### src/rtl/irq_entry_pkg.sv
package irq_entry_pkg;

    localparam int PC_W = 12;
    localparam logic [PC_W-1:0] NMI_VEC     = 12'hFFC;
    localparam logic [PC_W-1:0] INT_VEC_TOP = 12'hFF6;

    typedef enum logic [1:0] {
        BANK_NORM = 2'd0,
        BANK_INT  = 2'd1,
        BANK_NMI  = 2'd2
    } bank_e;

    typedef enum logic [2:0] {
        OP_NONE,
        OP_ENTER_NMI,
        OP_ENTER_INT,
        OP_RETI,
        OP_RET,
        OP_CALL
    } op_e;

    typedef struct packed {
        logic            push;
        logic            pop;
        logic [PC_W-1:0] data;
    } stk_cmd_t;

    // Handler address of maskable source idx: descending even addresses.
    function automatic logic [PC_W-1:0] int_vector(input logic [PC_W-1:0] idx);
        return INT_VEC_TOP - (idx << 1);
    endfunction

endpackage

### src/rtl/irq_pend_latch.sv
module irq_pend_latch
    import irq_entry_pkg::*;
#(
    parameter int N_SRC = 4,
    localparam int IDX_W = (N_SRC > 1) ? $clog2(N_SRC) : 1
) (
    input  logic             clk,
    input  logic             rst,
    input  logic [N_SRC-1:0] req,
    input  logic [N_SRC-1:0] clr,
    input  logic             nmi,
    input  logic             nmi_clr,
    output logic             nmi_pend,
    output logic             sel_valid,
    output logic [IDX_W-1:0] sel_idx
);

    logic [N_SRC-1:0] pend;
    logic             nmi_prev;

    for (genvar g = 0; g < N_SRC; g++) begin : g_src
        logic prev_q;
        logic pend_q;
        always_ff @(posedge clk) begin
            if (rst) begin
                prev_q <= 1'b0;
                pend_q <= 1'b0;
            end else begin
                prev_q <= req[g];
                pend_q <= (pend_q & ~clr[g]) | (req[g] & ~prev_q);
            end
        end
        assign pend[g] = pend_q;
    end

    always_ff @(posedge clk) begin
        if (rst) begin
            nmi_prev <= 1'b0;
            nmi_pend <= 1'b0;
        end else begin
            nmi_prev <= nmi;
            nmi_pend <= (nmi_pend & ~nmi_clr) | (nmi & ~nmi_prev);
        end
    end

    // Lowest index wins.
    always_comb begin
        sel_valid = 1'b0;
        sel_idx   = '0;
        for (int i = N_SRC - 1; i >= 0; i--) begin
            if (pend[i]) begin
                sel_valid = 1'b1;
                sel_idx   = IDX_W'(i);
            end
        end
    end

endmodule

### src/rtl/irq_ret_stack.sv
module irq_ret_stack
    import irq_entry_pkg::*;
#(
    parameter int DEPTH = 6,
    localparam int CNT_W = $clog2(DEPTH + 1)
) (
    input  logic            clk,
    input  logic            rst,
    input  stk_cmd_t        cmd,
    output logic [PC_W-1:0] pop_data,
    output logic            err
);

    localparam logic [CNT_W-1:0] FULL = CNT_W'(DEPTH);

    logic [PC_W-1:0]  mem [DEPTH];
    logic [CNT_W-1:0] count;

    // Empty stack yields the slot that was popped last.
    assign pop_data = (count == '0) ? mem[0] : mem[count - 1'b1];

    always_ff @(posedge clk) begin
        if (rst) begin
            count <= '0;
            err   <= 1'b0;
            for (int i = 0; i < DEPTH; i++) mem[i] <= '0;
        end else if (cmd.push) begin
            if (count != FULL) begin
                mem[count] <= cmd.data;
                count      <= count + 1'b1;
            end else begin
                for (int i = 0; i < DEPTH - 1; i++) mem[i] <= mem[i+1];
                mem[DEPTH-1] <= cmd.data;
                err          <= 1'b1;
            end
        end else if (cmd.pop) begin
            if (count != '0) count <= count - 1'b1;
            else             err   <= 1'b1;
        end
    end

endmodule

### src/rtl/irq_entry_ctrl.sv
module irq_entry_ctrl
    import irq_entry_pkg::*;
#(
    parameter int N_SRC     = 4,
    parameter int ENTRY_CYC = 3,
    localparam int IDX_W = (N_SRC > 1) ? $clog2(N_SRC) : 1,
    localparam int CNT_W = $clog2(ENTRY_CYC + 1)
) (
    input  logic             clk,
    input  logic             rst,
    input  logic             insn_done,
    input  logic             reti_req,
    input  logic             ret_req,
    input  logic             call_req,
    input  logic             int_en,
    input  logic             nmi_pend,
    input  logic             sel_valid,
    input  logic [IDX_W-1:0] sel_idx,
    input  logic [PC_W-1:0]  pc_in,
    input  logic [PC_W-1:0]  pop_data,
    output bank_e            bank,
    output logic             hold,
    output logic [PC_W-1:0]  pc_out,
    output logic             pc_load,
    output stk_cmd_t         stk_cmd,
    output logic [N_SRC-1:0] clr_src,
    output logic             nmi_clr
);

    op_e              op;
    logic [CNT_W-1:0] cnt;
    logic             nmi_from_int;
    bank_e            ret_bank;

    assign hold = (cnt != '0);

    always_comb begin
        op = OP_NONE;
        if (!hold) begin
            if (insn_done && nmi_pend && bank != BANK_NMI)
                op = OP_ENTER_NMI;
            else if (insn_done && bank == BANK_NORM && int_en && sel_valid)
                op = OP_ENTER_INT;
            else if (reti_req)
                op = OP_RETI;
            else if (ret_req)
                op = OP_RET;
            else if (call_req)
                op = OP_CALL;
        end
    end

    always_comb begin
        stk_cmd.push = (op == OP_ENTER_NMI) || (op == OP_ENTER_INT) || (op == OP_CALL);
        stk_cmd.pop  = (op == OP_RETI) || (op == OP_RET);
        stk_cmd.data = pc_in;
        clr_src      = (op == OP_ENTER_INT) ? (N_SRC'(1) << sel_idx) : '0;
        nmi_clr      = (op == OP_ENTER_NMI);
    end

    always_comb begin
        ret_bank = BANK_NORM;
        if (bank == BANK_NMI && nmi_from_int) ret_bank = BANK_INT;
    end

    always_ff @(posedge clk) begin
        if (rst) begin
            bank         <= BANK_NORM;
            nmi_from_int <= 1'b0;
            cnt          <= '0;
            pc_out       <= '0;
            pc_load      <= 1'b0;
        end else begin
            pc_load <= 1'b0;
            if (hold) cnt <= cnt - 1'b1;
            unique case (op)
                OP_ENTER_NMI: begin
                    nmi_from_int <= (bank == BANK_INT);
                    bank         <= BANK_NMI;
                    pc_out       <= NMI_VEC;
                    pc_load      <= 1'b1;
                    cnt          <= CNT_W'(ENTRY_CYC);
                end
                OP_ENTER_INT: begin
                    bank    <= BANK_INT;
                    pc_out  <= int_vector(PC_W'(sel_idx));
                    pc_load <= 1'b1;
                    cnt     <= CNT_W'(ENTRY_CYC);
                end
                OP_RETI: begin
                    bank    <= ret_bank;
                    pc_out  <= pop_data;
                    pc_load <= 1'b1;
                end
                OP_RET: begin
                    pc_out  <= pop_data;
                    pc_load <= 1'b1;
                end
                default: ;
            endcase
        end
    end

endmodule

### src/rtl/irq_entry_seq.sv
module irq_entry_seq
    import irq_entry_pkg::*;
#(
    parameter int N_SRC     = 4,
    parameter int STK_DEPTH = 6,
    parameter int ENTRY_CYC = 3,
    localparam int IDX_W = (N_SRC > 1) ? $clog2(N_SRC) : 1
) (
    input  logic             clk,
    input  logic             rst,
    input  logic [N_SRC-1:0] irq_req,
    input  logic             nmi_req,
    input  logic             int_en,
    input  logic             insn_done,
    input  logic             reti_req,
    input  logic             ret_req,
    input  logic             call_req,
    input  logic [11:0]      pc_in,
    output logic [11:0]      pc_out,
    output logic             pc_load,
    output logic             fetch_hold,
    output logic [1:0]       flag_bank,
    output logic             stk_err
);

    logic             nmi_pend;
    logic             sel_valid;
    logic [IDX_W-1:0] sel_idx;
    logic [N_SRC-1:0] clr_src;
    logic             nmi_clr;
    stk_cmd_t         stk_cmd;
    logic [PC_W-1:0]  pop_data;
    bank_e            bank;

    irq_pend_latch #(.N_SRC(N_SRC)) u_pend (
        .clk      (clk),
        .rst      (rst),
        .req      (irq_req),
        .clr      (clr_src),
        .nmi      (nmi_req),
        .nmi_clr  (nmi_clr),
        .nmi_pend (nmi_pend),
        .sel_valid(sel_valid),
        .sel_idx  (sel_idx)
    );

    irq_ret_stack #(.DEPTH(STK_DEPTH)) u_stack (
        .clk     (clk),
        .rst     (rst),
        .cmd     (stk_cmd),
        .pop_data(pop_data),
        .err     (stk_err)
    );

    irq_entry_ctrl #(.N_SRC(N_SRC), .ENTRY_CYC(ENTRY_CYC)) u_ctrl (
        .clk      (clk),
        .rst      (rst),
        .insn_done(insn_done),
        .reti_req (reti_req),
        .ret_req  (ret_req),
        .call_req (call_req),
        .int_en   (int_en),
        .nmi_pend (nmi_pend),
        .sel_valid(sel_valid),
        .sel_idx  (sel_idx),
        .pc_in    (pc_in),
        .pop_data (pop_data),
        .bank     (bank),
        .hold     (fetch_hold),
        .pc_out   (pc_out),
        .pc_load  (pc_load),
        .stk_cmd  (stk_cmd),
        .clr_src  (clr_src),
        .nmi_clr  (nmi_clr)
    );

    assign flag_bank = bank;

endmodule

### config.mk
export PLATFORM = sky130hd
export DESIGN_NAME = irq_entry_seq
export DESIGN_NICKNAME = d
export VERILOG_FILES = /design/src/rtl/irq_entry_pkg.sv /design/src/rtl/irq_pend_latch.sv /design/src/rtl/irq_ret_stack.sv /design/src/rtl/irq_entry_ctrl.sv /design/src/rtl/irq_entry_seq.sv
export SDC_FILE = /design/constraint.sdc
export NUM_CORES = 1
export LEC_CHECK = 0
export BUFFER_PORTS_ARGS = -buffer_cell sky130_fd_sc_hd__buf_2
export CAP_MARGIN = 15
export CORE_MARGIN = 8
export CORE_UTILIZATION = 40
export CTS_CLUSTER_DIAMETER = 30
export DETAILED_ROUTE_END_ITERATION = 7
export MAX_ROUTING_LAYER = met4
export PLACE_DENSITY = 0.66
export SKIP_LAST_GASP = 1
export SLEW_MARGIN = 40
export SYNTH_ARGS = -nofsm -noshare
export SYNTH_HDL_FRONTEND = slang
export SYNTH_SLANG_ARGS = --single-unit
### constraint.sdc
create_clock -name clk -period 4.1 [get_ports clk]
set_clock_uncertainty 0.2 [all_clocks]
set_input_delay 0.205 -clock clk [delete_from_list [all_inputs] [get_ports clk]]
set_output_delay 0.205 -clock clk [all_outputs]
set_load 0.02 [all_outputs]
==> flow_summary.ini, run 1 <==
[outcome]
outcome = complete, no violations

[worst_hold_path]
worstHoldPathType = primary input to flop
worstHoldStart = int_en

[logic_synthesis]
ys_seq_area_share_pct = 57.8
synth_area_sq_um = 6090
synth_top_family_by_area = compound AO/OA/AOI/OAI gates
yosys.area.top_type = edfxtp_1
synth_mux_area_share_pct = 14.2
yosysUniqueCellTypes = 46
synth_compound_area_share_pct = 14.7
ys.flop_type = edfxtp_1
syn-mean-instance-area_sq_um = 13.9
ys_top_cells_by_area = edfxtp_1 47%, dfxtp_1 11%, mux4_2 8.9%, a22o_1 8.8%, mux2_2 3.3%
async_reset_ff_share_pct = 0
synthXorXnorAreaFrac_pct = 0.288
synthAdderAreaFrac_pct = 1.03
yosys.area_share.simple_pct = 8.38
synth_warnings = 0
synth_edf_count = 96
syn_inst = 437
synth_seq_cells = 128
synth_nets = 466
synth.top_cell.area_share_pct = 47.3

[floorplan]
fp.dieW_um = 139
placementRows = 45
coreArea_sq_um = 15000
ioPinCount = 41
initial_core_util_pct = 40.5
die_height_um = 139
die-area_sq_um = 19400

[final_layout]
antenna_cells = 0
fin_nets = 527
drive_gt1_share_pct = 25.0
layout.filler_cells = 1266
multi_input_area_sq_um = 2360
area_growth_pct = 19.4
final_cell_count_no_fill = 699
area.sequential_sq_um = 3520
final_cell_mix = 96 x edfxtp_1, 61 x a22o_1, 40 x buf_2
layout.cells.most_common = edfxtp_1

[power]
power_mw = 4.86
power_density_nw_per_um2 = 668
p_leak_nw = 2.68
ir_worst_vdd_uv = 319

[sta]
tns_ns = 0
fmax_mhz = 314
min_period_ns = 3.18
slew_violations = 0
hold_ws_ns = 0.0801
min_period_over_period_pct = 77.6
setup_viol = 0
slew-limit-headroom_pct = 50.8
rsz0062_at_grt = false
worst_pin_slew_ns = 0.736
hold_viol_final = 0

[detailed_routing]
drc = 0
vias = 4084
wl_um = 13900
vias_per_cell = 5.84
ant_nets = 0
detail_route.iter0.violations = 492
post_drt_wl_per_cell_um = 19.9
firstDrtPassIters = 5

[worst_setup_path]
cp_top_family = simple AND/OR/NAND/NOR gates
crit_slowest_cell = nand2b_1
cp-startpoint = reti_req
cp_max_fo = 13
cp-start-kind = primary input
crit_buf_inv = 3
cp_cell_sequence = dlygate4sd3_1, buf_2, nor2_1, and2_1, o31a_1, nand2_1, nor3_1, buf_4, nand2b_1
r2r_start = u_ctrl.bank[1]
required_ns = 3.95
critPathArrivalTime_ns = 3.03
max_stage_delay_ns = 0.60
crit_type = primary input to flop
end_kind = flop

[clocking]
cts_setup_buffers = 0
cts_tree = built
htreeDepth = 4
clock_path_buffers = 2
cts_buffers = 17
cts_resized = 0
cts_root_buffer = clkbuf_16
cts.reportedPaths.clkPinSlew_ns = 0.05
worstSkewPairLatency_ns = 0.42
clkSinkCount = 128

[global_route]
grt_antenna_before_repair = 0
grt_overflow = 0
grtUsageMet1_pct = 19.5
first_global_vias = 4101
grtUsageMet3_pct = 4.00
grt_pass1_wl_um = 22600
use_met2_pct = 23.3
grt_max_degree = 61
busiest_layer = met2
grtUsageTotal_pct = 15.4

[placed_design]
place.gp.congestion = 0.802
placedCellCount = 647
dp_hpwl_um = 9570
port_buffers = 40

[run]
maxCapViolations = 0
## sequential cells by signal, indices dropped and copies added (netlist names), 2 cells and up
signal	flops
u_pend.g_src.prev_q	4
u_ctrl.pc_out	12
u_stack.count	3
u_stack.mem	96
u_pend.g_src.pend_q	4
u_ctrl.cnt	2
u_ctrl.bank	2
## power by group
part | total [mW] | leakage (nW) | internal, mW | switching, mW
clock | 1.60 | 0.301 | 1.07 | 0.535
combinational | 1.59 | 1.15 | 0.724 | 0.861
sequential | 1.67 | 1.23 | 1.56 | 0.110
total | 4.86 | 2.68 | 3.35 | 1.51
## logic make-up (layout without fill, tap and decap cells)
group           after synthesis  in the layout
mux                          54             54
flops                       128            128
xor+xnor                      2              2
fa+ha+maj                     5              5
compound gates              117            117
buf+inv                      40            114
simple gates                 91             91
## Yosys cell counts, types with 8 or more instances
library cell and instances:
o22ai_1 9, nor2b_1 10, buf_2 12, mux2i_1 12, nor3_1 8, mux4_2 24
o21ai_0 11, edfxtp_1 96, dfxtp_1 32, inv_1 8, a211oi_1 10, a22o_1 61
mux2_2 18, nand2_1 15, clkbuf_1 10, and2_1 14, a21oi_1 12, nor2_1 23
## worst register-to-register path, cell delays in order, from the launching register on
cell and delay, ns:
dfxtp_1 0.34, nand4bb_4 0.27, nor2_2 0.28, o31a_1 0.42, nand2_1 0.23, nor3_1 0.19, buf_4 0.24, nand2b_1 0.61
## repair_timing
action,in CTS,in global routing
setup endpoints to repair,0,0
endpoints found under the hold margin,48,0
hold buffers,20,0
## layer usage
layer  routed length (um)  part of all wire, %
met1                 6220                   45
met4                  166                  1.2
met3                  916                  6.6
met2                 6610                   48
met5                    0                    0
## final timing paths
kind | slack (ns) | cells past startpoint | end
max | 0.92 | 9 | u_stack.mem[0][4]
min | 0.08 | 4 | u_pend.g_src[2].pend_q
max reg2reg | 0.95 | 7 | u_stack.mem[0][4]
min reg2reg | 0.27 | 1 | u_ctrl.cnt[0]
## metrics by stage
| stage | area, sq um | util, % | setup WS, ns |
|---|---|---|---|
| 2_1_floorplan | 6090 | - | 0.842 |
| 3_3_place_gp | 6440 | 42.9 | 1.07 |
| 3_5_place_dp | 6450 | 42.9 | 0.970 |
| 4_1_cts | 7270 | 48.4 | 0.921 |
| 5_1_grt | 7270 | 48.4 | 0.689 |
| 6_report | 7270 | 48.4 | 0.916 |
## final cells by class
cell class	count	share of cell area, %
sequential	128	48.4
multi-input combinational	269	32.4
timing repair buffer	73	6.85
clock buffer	19	5.95
tap	188	3.23
clock inverter	13	2.63
inverter	9	0.464
No activity file was read; power rests on OpenSTA's default activity.
==> inputs of run 2 (changes only) <==
--- a/config.mk
+++ b/config.mk
@@ -12,7 +12,7 @@
 export CTS_CLUSTER_DIAMETER = 30
 export DETAILED_ROUTE_END_ITERATION = 7
 export MAX_ROUTING_LAYER = met4
-export PLACE_DENSITY = 0.66
+export PLACE_DENSITY = 0.68
 export SKIP_LAST_GASP = 1
 export SLEW_MARGIN = 40
 export SYNTH_ARGS = -nofsm -noshare
==> constraint.sdc (replaced) <==
create_clock -name clk -period 2.9 [get_ports clk]
set_clock_uncertainty 0.2 [all_clocks]
set_input_delay 0.145 -clock clk [delete_from_list [all_inputs] [get_ports clk]]
set_output_delay 0.145 -clock clk [all_outputs]
set_load 0.02 [all_outputs]
==> flow_summary.ini, run 2 (synthesis gave the netlist of run 1 again) <==
[outcome]
outcome = complete, no violations

[sta]
hold_viol_final = 0
min_period_over_period_pct = 91.9
slew-limit-headroom_pct = 57.1
rsz0062_at_grt = false
setup_ws_ns = 0.235
setup_viol = 0
min_period_ns = 2.66
worst_pin_slew_ns = 0.644
fmax_mhz = 375
slew_violations = 0
tns_ns = 0

[placed_design]
place.gp.congestion = 0.760
dp_hpwl_um = 9380
pre_cts_ws_ns = 0.264
placedCellCount = 658
port_buffers = 40

[clocking]
worstSkewPairLatency_ns = 0.42
clkSinkCount = 128
cts_root_buffer = clkbuf_16
hold_buffers = 21
cts_tree = built
cts_buffers = 17
htreeDepth = 4
clock_path_buffers = 2
cts.reportedPaths.clkPinSlew_ns = 0.06
cts_setup_buffers = 0
cts_resized = 0

[worst_setup_path]
critPathArrivalTime_ns = 2.75
end_kind = flop
cp-startpoint = u_ctrl.bank[1]
cp-start-kind = flop
crit_type = flop to flop
r2r_start = u_ctrl.bank[1]
cp_max_fo = 60
required_ns = 2.99

[floorplan]
ioPinCount = 41
die_height_um = 139
coreArea_sq_um = 15000
fp.dieW_um = 139
die-area_sq_um = 19400
initial_core_util_pct = 40.5
placementRows = 45

[global_route]
grt_antenna_before_repair = 0
grt_overflow = 0
first_global_vias = 4103
grtUsageTotal_pct = 14.7
grt_max_degree = 61
grt_pass1_wl_um = 21900

[detailed_routing]
post_drt_wl_per_cell_um = 18.7
firstDrtPassIters = 4
ant_nets = 0
detail_route.iter0.violations = 256
wl_um = 13300
vias = 3993
vias_per_cell = 5.61
drc = 0

[power]
ir_worst_vdd_uv = 512
p_leak_nw = 2.73
power_mw = 6.78
power_density_nw_per_um2 = 922

[final_layout]
area_growth_pct = 20.7
final_cell_mix = 96 x edfxtp_1, 61 x a22o_1, 40 x buf_2
drive_gt1_share_pct = 27.5
largest_reg_flops = 96
finish.utilization_pct = 48.9
layout.cells.most_common = edfxtp_1
regMostFlops = u_stack.mem
reg.largest.list = u_stack.mem: 96 flops, u_ctrl.pc_out: 12 flops
final_cell_count_no_fill = 712
fin_nets = 539

[run]
maxCapViolations = 0

[worst_hold_path]
worstHoldPathType = primary input to flop
worstHoldStart = int_en
run 2: changes by cell type in the layout (fill, tap and decap cells not counted), moves of 2 or more:
cell        before  now
inv_6            1    5
bufinv_16        5    3
clkinv_1         5    2
clkinvlp_4       1    3
clkbuf_1         2    0
buf_4           13   24
clkinv_4         0    2
run 2: metal layers:
layer  vias up  track usage [%]  wire length [um]
li1       1893                -                 -
met1      2002             18.2              6120
met2        87             22.5              6410
met3        11             4.04               648
met4         0             5.95               156
met5         -                -                 0
run 2: area by class of cell:
class / count / area (sq um)
sequential: 128 / 3520
timing repair buffer: 85 / 591
clock buffer: 17 / 425
fill: 1255 / 7680
clock inverter: 15 / 183
tap: 188 / 235
multi-input combinational: 269 / 2360
antenna: 1 / 2.50
inverter: 9 / 33.8
run 2: final timing paths:
path | end | slack [ns] | cells past startpoint
worst min register to register | u_ctrl.cnt[0] | 0.27 | 1
worst max-delay path | u_stack.mem[4][8] | 0.24 | 6
worst min-delay path | u_pend.g_src[2].pend_q | 0.02 | 4
worst max register to register | u_stack.mem[4][8] | 0.24 | 6
run 2: critical path, stage by stage, from the launching register on:
cell and delay [ns]:
dfxtp_1 0.34, nand4bb_4 0.28, nor2_2 0.28, o31a_1 0.40, and3_2 0.24, buf_4 0.51, a22o_1 0.25
run 2: power breakdown:
part           total (mW)  switching [mW]  internal, mW  leakage, nW
sequential           2.34           0.137          2.20         1.23
clock                2.18           0.821          1.36        0.289
combinational        2.26            1.21          1.05         1.21
total                6.78            2.16          4.61         2.73
run 2: stage by stage:
stage	cell area, sq um	hold WS (ns)
finish	7350	0.0169
floorplan	6110	0.0439
global route	7350	0.0726
global placement	6530	0.176
detailed placement	6530	0.179
CTS	7350	0.000976
